## config.mk

```make
export PLATFORM = sky130hd
export DESIGN_NAME = eth_rx_deser
export DESIGN_NICKNAME = d
export VERILOG_FILES = /design/src/rtl/eth_rx_pkg.sv /design/src/rtl/eth_rx_deser.sv
export SDC_FILE = /design/constraint.sdc
export NUM_CORES = 1
export LEC_CHECK = 0
export ABC_CLOCK_PERIOD_IN_PS = 1700
export BUFFER_PORTS_ARGS = -buffer_cell sky130_fd_sc_hd__buf_4
export CAP_MARGIN = 20
export CORE_MARGIN = 1
export CORE_UTILIZATION = 53
export DETAILED_ROUTE_END_ITERATION = 8
export GPL_TIMING_DRIVEN = 0
export PLACE_DENSITY = 0.81
export SLEW_MARGIN = 30
export SYNTH_ARGS = -nofsm -noshare
export SYNTH_HDL_FRONTEND = slang
export SYNTH_SLANG_ARGS = --single-unit
```

## constraint.sdc

```tcl
create_clock -name clk -period 1.7 [get_ports clk]
set_clock_uncertainty 0.2 [all_clocks]
set_input_delay 0.17 -clock clk [delete_from_list [all_inputs] [get_ports clk]]
set_output_delay 0.17 -clock clk [all_outputs]
set_load 0.02 [all_outputs]
```

## src/rtl/eth_rx_pkg.sv

```systemverilog
package eth_rx_pkg;

    localparam int BYTE_W    = 8;
    localparam int DA_LEN    = 6;
    localparam int FCS_LEN   = 4;
    localparam int MIN_FRAME = 64;
    localparam int CNT_W     = 12;
    localparam int LEFT_W    = $clog2(DA_LEN + 1);

    // delimiter as seen in a shift register whose newest bit is bit 0
    localparam logic [7:0]  SFD_PAT     = 8'b1010_1011;
    localparam logic [31:0] CRC_POLY_R  = 32'hEDB8_8320;
    localparam logic [31:0] CRC_INIT    = 32'hFFFF_FFFF;
    localparam logic [31:0] CRC_RESIDUE = 32'hC704_DD7B;

    typedef enum logic {ST_HUNT, ST_FRAME} deser_st_e;

    typedef struct packed {
        logic              vld;
        logic [BYTE_W-1:0] data;
    } byte_beat_t;

    typedef struct packed {
        logic crc_bad;
        logic runt;
    } frame_stat_t;

    // entry 0 holds the newest byte
    typedef logic [DA_LEN-1:0][BYTE_W-1:0] tap_arr_t;

    function automatic logic [31:0] crc_step(input logic [31:0] c, input logic [7:0] d);
        logic [31:0] r;
        r = c;
        for (int i = 0; i < 8; i++) begin
            if (r[0] ^ d[i]) r = (r >> 1) ^ CRC_POLY_R;
            else             r = r >> 1;
        end
        return r;
    endfunction

    function automatic logic [31:0] bitrev32(input logic [31:0] v);
        logic [31:0] r;
        for (int i = 0; i < 32; i++) r[i] = v[31-i];
        return r;
    endfunction

    function automatic logic [DA_LEN*BYTE_W-1:0] da_of(input tap_arr_t t);
        logic [DA_LEN*BYTE_W-1:0] a;
        for (int i = 0; i < DA_LEN; i++) a[i*BYTE_W +: BYTE_W] = t[DA_LEN-1-i];
        return a;
    endfunction

endpackage

```

## src/rtl/eth_rx_deser.sv

```systemverilog
module eth_rx_deser
    import eth_rx_pkg::*;
(
    input  logic       clk,
    input  logic       rst,
    input  logic       bit_in,
    input  logic       bit_vld,
    output logic       sfd_p,
    output logic       end_p,
    output byte_beat_t beat
);

    deser_st_e   st_q;
    logic [7:0]  hunt_q;
    logic [7:0]  shr_q;
    logic [2:0]  bcnt_q;
    logic [7:0]  hunt_nx;
    logic [7:0]  shr_nx;

    assign hunt_nx = {hunt_q[6:0], bit_in};
    assign shr_nx  = {bit_in, shr_q[7:1]};

    always_ff @(posedge clk) begin
        if (rst) begin
            st_q   <= ST_HUNT;
            hunt_q <= '0;
            shr_q  <= '0;
            bcnt_q <= '0;
            sfd_p  <= 1'b0;
            end_p  <= 1'b0;
            beat   <= '0;
        end else begin
            sfd_p    <= 1'b0;
            end_p    <= 1'b0;
            beat.vld <= 1'b0;
            case (st_q)
                ST_HUNT: begin
                    if (bit_vld) begin
                        hunt_q <= hunt_nx;
                        if (hunt_nx == SFD_PAT) begin
                            st_q   <= ST_FRAME;
                            sfd_p  <= 1'b1;
                            bcnt_q <= '0;
                        end
                    end else begin
                        hunt_q <= '0;
                    end
                end
                default: begin
                    if (bit_vld) begin
                        shr_q  <= shr_nx;
                        bcnt_q <= bcnt_q + 3'd1;
                        if (bcnt_q == 3'd7) begin
                            beat.vld  <= 1'b1;
                            beat.data <= shr_nx;
                        end
                    end else begin
                        st_q   <= ST_HUNT;
                        end_p  <= 1'b1;
                        hunt_q <= '0;
                    end
                end
            endcase
        end
    end

endmodule

```

== Word-level counts from Yosys, hierarchy flattened ==
Cells that the tools add are included.
W data, S select, Z words.

* Flip-flop bits (word level): 30
* Latch bits: 0
* RAM bits: 0
* ROM bits: 0
* Input bits: 4
* Output and inout port bits: 11
* Logic and storage cells: 34
* Memories kept: 0

* $add $sub $neg: 1
* $mul: 0
* Div/mod/pow operators: 0
* Magnitude comparators: 0
* Equality and inequality tests: 3
* Shift-type cells: 0
* Mux-type cells: 13
* Bitwise gates (word level): 2
* Reductions and logical operators: 7

{| class="wikitable"
|+ Operators with widths
! operator !! count
|-
| $mux W7 || 3
|-
| $mux W3 || 4
|-
| $mux W9 || 1
|-
| $eq A8 B8 Y1 const B || 1
|-
| $mux W1 || 5
|-
| $reduce_and A2 Y1 || 2
|-
| $reduce_or A2 Y1 || 2
|-
| $add A3 B1 Y3 const B || 1
|-
| $eq A3 B3 Y1 const B || 1
|-
| $reduce_and A3 Y1 || 1
|-
| $reduce_or A3 Y1 || 1
|-
| $ne A2 B2 Y1 const B || 1
|-
| $not A1 Y1 || 2
|-
| $reduce_bool A2 Y1 || 1
|}

== Longest topological paths before layout ==
* Depth after elaboration: 4
* Mapped depth: 6
* Mapped depth without buffers: 5

== Least setup slack after synthesis ==
Ideal clock, no wire load.

* Kind: register to register
* Start: register bcnt_q[0]
* End: register beat[0] (netlist bit)
* Setup time: 132 ps
* Data arrival time: 1,105 ps
* Required time: 1,368 ps
* Setup slack: 263 ps
* Stages on the path, launching flop included: 7
* Buffers on the path: 1
* Clock period less this slack: 1,437 ps
* Cell sequence: dfxtp_1 -> ha_1 -> ha_1 -> and3_1 -> clkbuf_1 -> nand2_1 -> a21oi_1

* Longest elaborated chain between the ends: 2

{| class="wikitable"
|+ Ends and longest elaborated chain
! element !! RTL line !! RTL
|-
| start, declared || eth_rx_deser.sv:16 || <nowiki>logic [2:0] bcnt_q;</nowiki>
|-
| start signal, assigned || eth_rx_deser.sv:52 || <nowiki>bcnt_q <= bcnt_q + 3'd1;</nowiki>
|-
| $eq A3 B3 Y1 || eth_rx_deser.sv:53 || <nowiki>if (bcnt_q == 3'd7) begin</nowiki>
|-
| $reduce_and A3 Y1 (no source line) || - ||
|-
| end, declared || eth_rx_deser.sv:10 || <nowiki>output byte_beat_t beat</nowiki>
|}

Every way passes these cells.
A chain may end at the register's enable or synchronous reset.

== Final worst setup path ==
* Start: register st_q
* End: register end_p

* Longest elaborated chain between the ends: 2

{| class="wikitable"
|+ Ends and longest elaborated chain
! element !! RTL line !! RTL
|-
| start, declared || eth_rx_deser.sv:13 || <nowiki>deser_st_e st_q;</nowiki>
|-
| start signal, assigned || eth_rx_deser.sv:25 || <nowiki>st_q <= ST_HUNT;</nowiki>
|-
| start signal, assigned || eth_rx_deser.sv:41 || <nowiki>st_q <= ST_FRAME;</nowiki>
|-
| start signal, assigned || eth_rx_deser.sv:58 || <nowiki>st_q <= ST_HUNT;</nowiki>
|-
| $not A1 Y1 (no source line) || - ||
|-
| $reduce_or A2 Y1 (no source line) || - ||
|-
| end signal, assigned || eth_rx_deser.sv:30 || <nowiki>end_p <= 1'b0;</nowiki>
|-
| end signal, assigned || eth_rx_deser.sv:34 || <nowiki>end_p <= 1'b0;</nowiki>
|-
| end signal, assigned || eth_rx_deser.sv:59 || <nowiki>end_p <= 1'b1;</nowiki>
|-
| end, declared || eth_rx_deser.sv:9 || <nowiki>output logic end_p,</nowiki>
|}

Every way passes these cells.

==> reports/results.tsv <==
metric	value	unit
layout.cells.non_filler	166	
die-area	2160	um^2
dp.cells	157	
h-tree-depth	2	
die_h	46.48	um
crit_type	reg2reg	
hold_viol_final	0	
finalCritPeriodShare	0.9378	
core_area	1783	um^2
clkTransAtPathRegs	0.09	ns
synth-seq-area-share	0.5537	
final_common_cell	nand2_1	
switchingPower	234.1	uW
placed_area	1185	um^2
worstSetupEndpointType	register	
r2r-start	st_q	
globalRouteMet1Util	0.2591	
setup_viol	0	
yosysTopAreaCell	dfxtp_1	
pwr-share-clk	0.367	
finish.instance_area	1269	um^2
critPathMaxFanout	10	
fin_tns_setup	0	ns
io_buffers	14	
synth_area	1049	um^2
cpMaxStageDelayCell	dlygate4sd3_1	
drtPass1Iterations	4	
synth_top_area_share	0.5537	
fillers	141	
seq_power_share	0.608	
via_per_inst	5.193	
row_count	15	
grt_use_met2	0.3583	
worst_pin_slew	0.4928	ns
peakVddDrop	0.7096	mV
grt_pass1_vias	765	
pwr-share-comb	0.025	
powerDensity	882.8	nW/um^2
hp-class	in2reg	
worstPathRequired	1.76	ns
crit_arrival	1.66	ns
synth_edf_count	0	
place_congestion	0.7325	
drtIter0Drc	30	
status	completed	
max_stage_delay	0.56	ns
use_met3	0.07059	
synthTopCellsByArea	dfxtp_1 55%, nand2_1 12%, a21oi_1 9.1%, mux2i_1 6.7%, nor2_1 2.9%	
rr_worst_depth	3	
crit_buf_inv	2	
r2r_end	end_p	
clockRootBuffer	clkbuf_4	
syn2layout_area_growth	21.00	%
period_needed	1.594	ns
syn_inst	118	
fmax	627.2	MHz
synth_seq_cells	29	
ys_types	18	
p_int	885.9	uW
grt_pass1_wl	3236	um
initial_core_util	0.5881	
drc_errors	0	
min_to	bcnt_q[0]	
clock_sinks	29	
vias	862	
hold_path_startpoint	bit_vld	
leakage	0.4615	nW
drive_above_1_share	0.1631	
wl_per_cell	12.17	um
netSwitchingFraction	0.2090	
cts_made_buffers	5	
max-cap-violations	0	
layout_common_cells	33 x nand2_1, 29 x dfxtp_1, 19 x a21oi_1, 14 x buf_4, 8 x nor2_1	
relSlewSlack	0.6715	
n_antenna_cell	0	
syn-num-nets	124	
holdWs	0.05610	ns
rsz0062_at_grt	no	
cpLargestDelayFamily	buffers and inverters	
grt_max_degree	11	
clk_path_buf_depth	2	
maxSlewViolCount	0	
gr-usage-all-layers	0.2206	
ant_nets	0	
top_usage_layer	met2	
hold-path-cell-count	4	
overflow	0	
cts_tree	done	
async_flop_share	0	
die_w	46.48	um
avgSynthCellArea	8.886	um^2
start_kind	register	
yosys_warnings	0	
r2r_slack	0.11	ns
dp.final_hpwl	1327	um
synthFlopType	dfxtp_1	
antenna_found_initial	0	
crit_path_cell_trace	clkbuf_4, nor3b_1, dlygate4sd3_1	
boundaryPins	15	
finalPower	1.120	mW
nNetsFinal	147	
post_cts_buffers	0	
clk_latency	0.31	ns
wl	2020	um
## per-layer routing
layer / share of wire / wire (um)
met4: 0.011 / 23
met1: 0.45 / 911
met5: 0 / 0
met3: 0.053 / 107
met2: 0.48 / 977
## worst max path at each step
stage	cells after the start	slack, ns	start	end
finish	3	0.11	st_q	end_p
CTS	3	0.05	st_q	end_p
detailed placement	6	0.09	bcnt_q[0]	beat[2]
global placement	6	0.15	bcnt_q[0]	beat[1]
global route	3	0.004	st_q	end_p
floorplan	6	0.26	bcnt_q[0]	beat[0]
## tightest hold or removal path, delay by kind of cell
family	cells	cell delay, ns
AOI/OAI and AO/OA	2	0.18
buffers and inverters	1	0.12
and+or+nand+nor	1	0.07
## state kept, by name, indices dropped and copies added (netlist names)
register / flops
bcnt_q: 3
beat: 9
end_p: 1
hunt_q: 7
sfd_p: 1
shr_q: 7
st_q: 1
## area by class of cell
type / instances / area, um^2 / area share
Sequential cell: 29 / 580.6 / 0.4576
Multi-Input combinational cell: 83 / 441.7 / 0.3481
Timing Repair Buffer: 17 / 135.1 / 0.1065
Clock buffer: 7 / 55.05 / 0.04339
Tap cell: 25 / 31.28 / 0.02465
Buffer: 5 / 25.02 / 0.01972
## through the flow
stage	setup WS [ns]	utilization
6_report	0.1057	0.7116
5_1_grt	0.003741	0.7116
4_1_cts	0.04674	0.7123
3_5_place_dp	0.09290	0.6646
3_3_place_gp	0.1465	0.6646
2_1_floorplan	0.2626	-
## synth_stat cells, types with 2 or more instances
cell      instances
a21oi_1          19
buf_2             3
clkbuf_1          3
dfxtp_1          29
ha_1              2
mux2i_1           7
nand2_1          33
nand2b_1          3
nor2_1            8
o311ai_0          3
## power by group through the flow
stage | registers (mW) | logic, mW | clock network [mW]
6_report | 0.681 | 0.0280 | 0.411
5_1_grt | 0.682 | 0.0307 | 0.439
4_1_cts | 0.681 | 0.0276 | 0.419
3_5_place_dp | 0.697 | 0.0239 | 0
3_3_place_gp | 0.697 | 0.0237 | 0
2_1_floorplan | 0.697 | 0.0110 | 0
## cells by family (layout without fill, tap and decap cells)
logic type	after synthesis	count (layout)	share of synthesized area
and+or+nand+nor	52	52	0.2148
DFF	29	29	0.5537
AOI/OAI and AO/OA	22	22	0.1158
muxes	7	7	0.06683
buffers and inverters	6	29	0.02505
adders and majority gates	2	2	0.02386
## what timing repair did
| item | CTS | global route |
|---|---|---|
| endpoints found under the hold margin | 5 | 0 |
| gates resized for setup | 0 | 1 |
| endpoints found under the setup margin | 0 | 9 |
| hold buffers | 3 | 0 |
(Power assumes the default switching activity.)
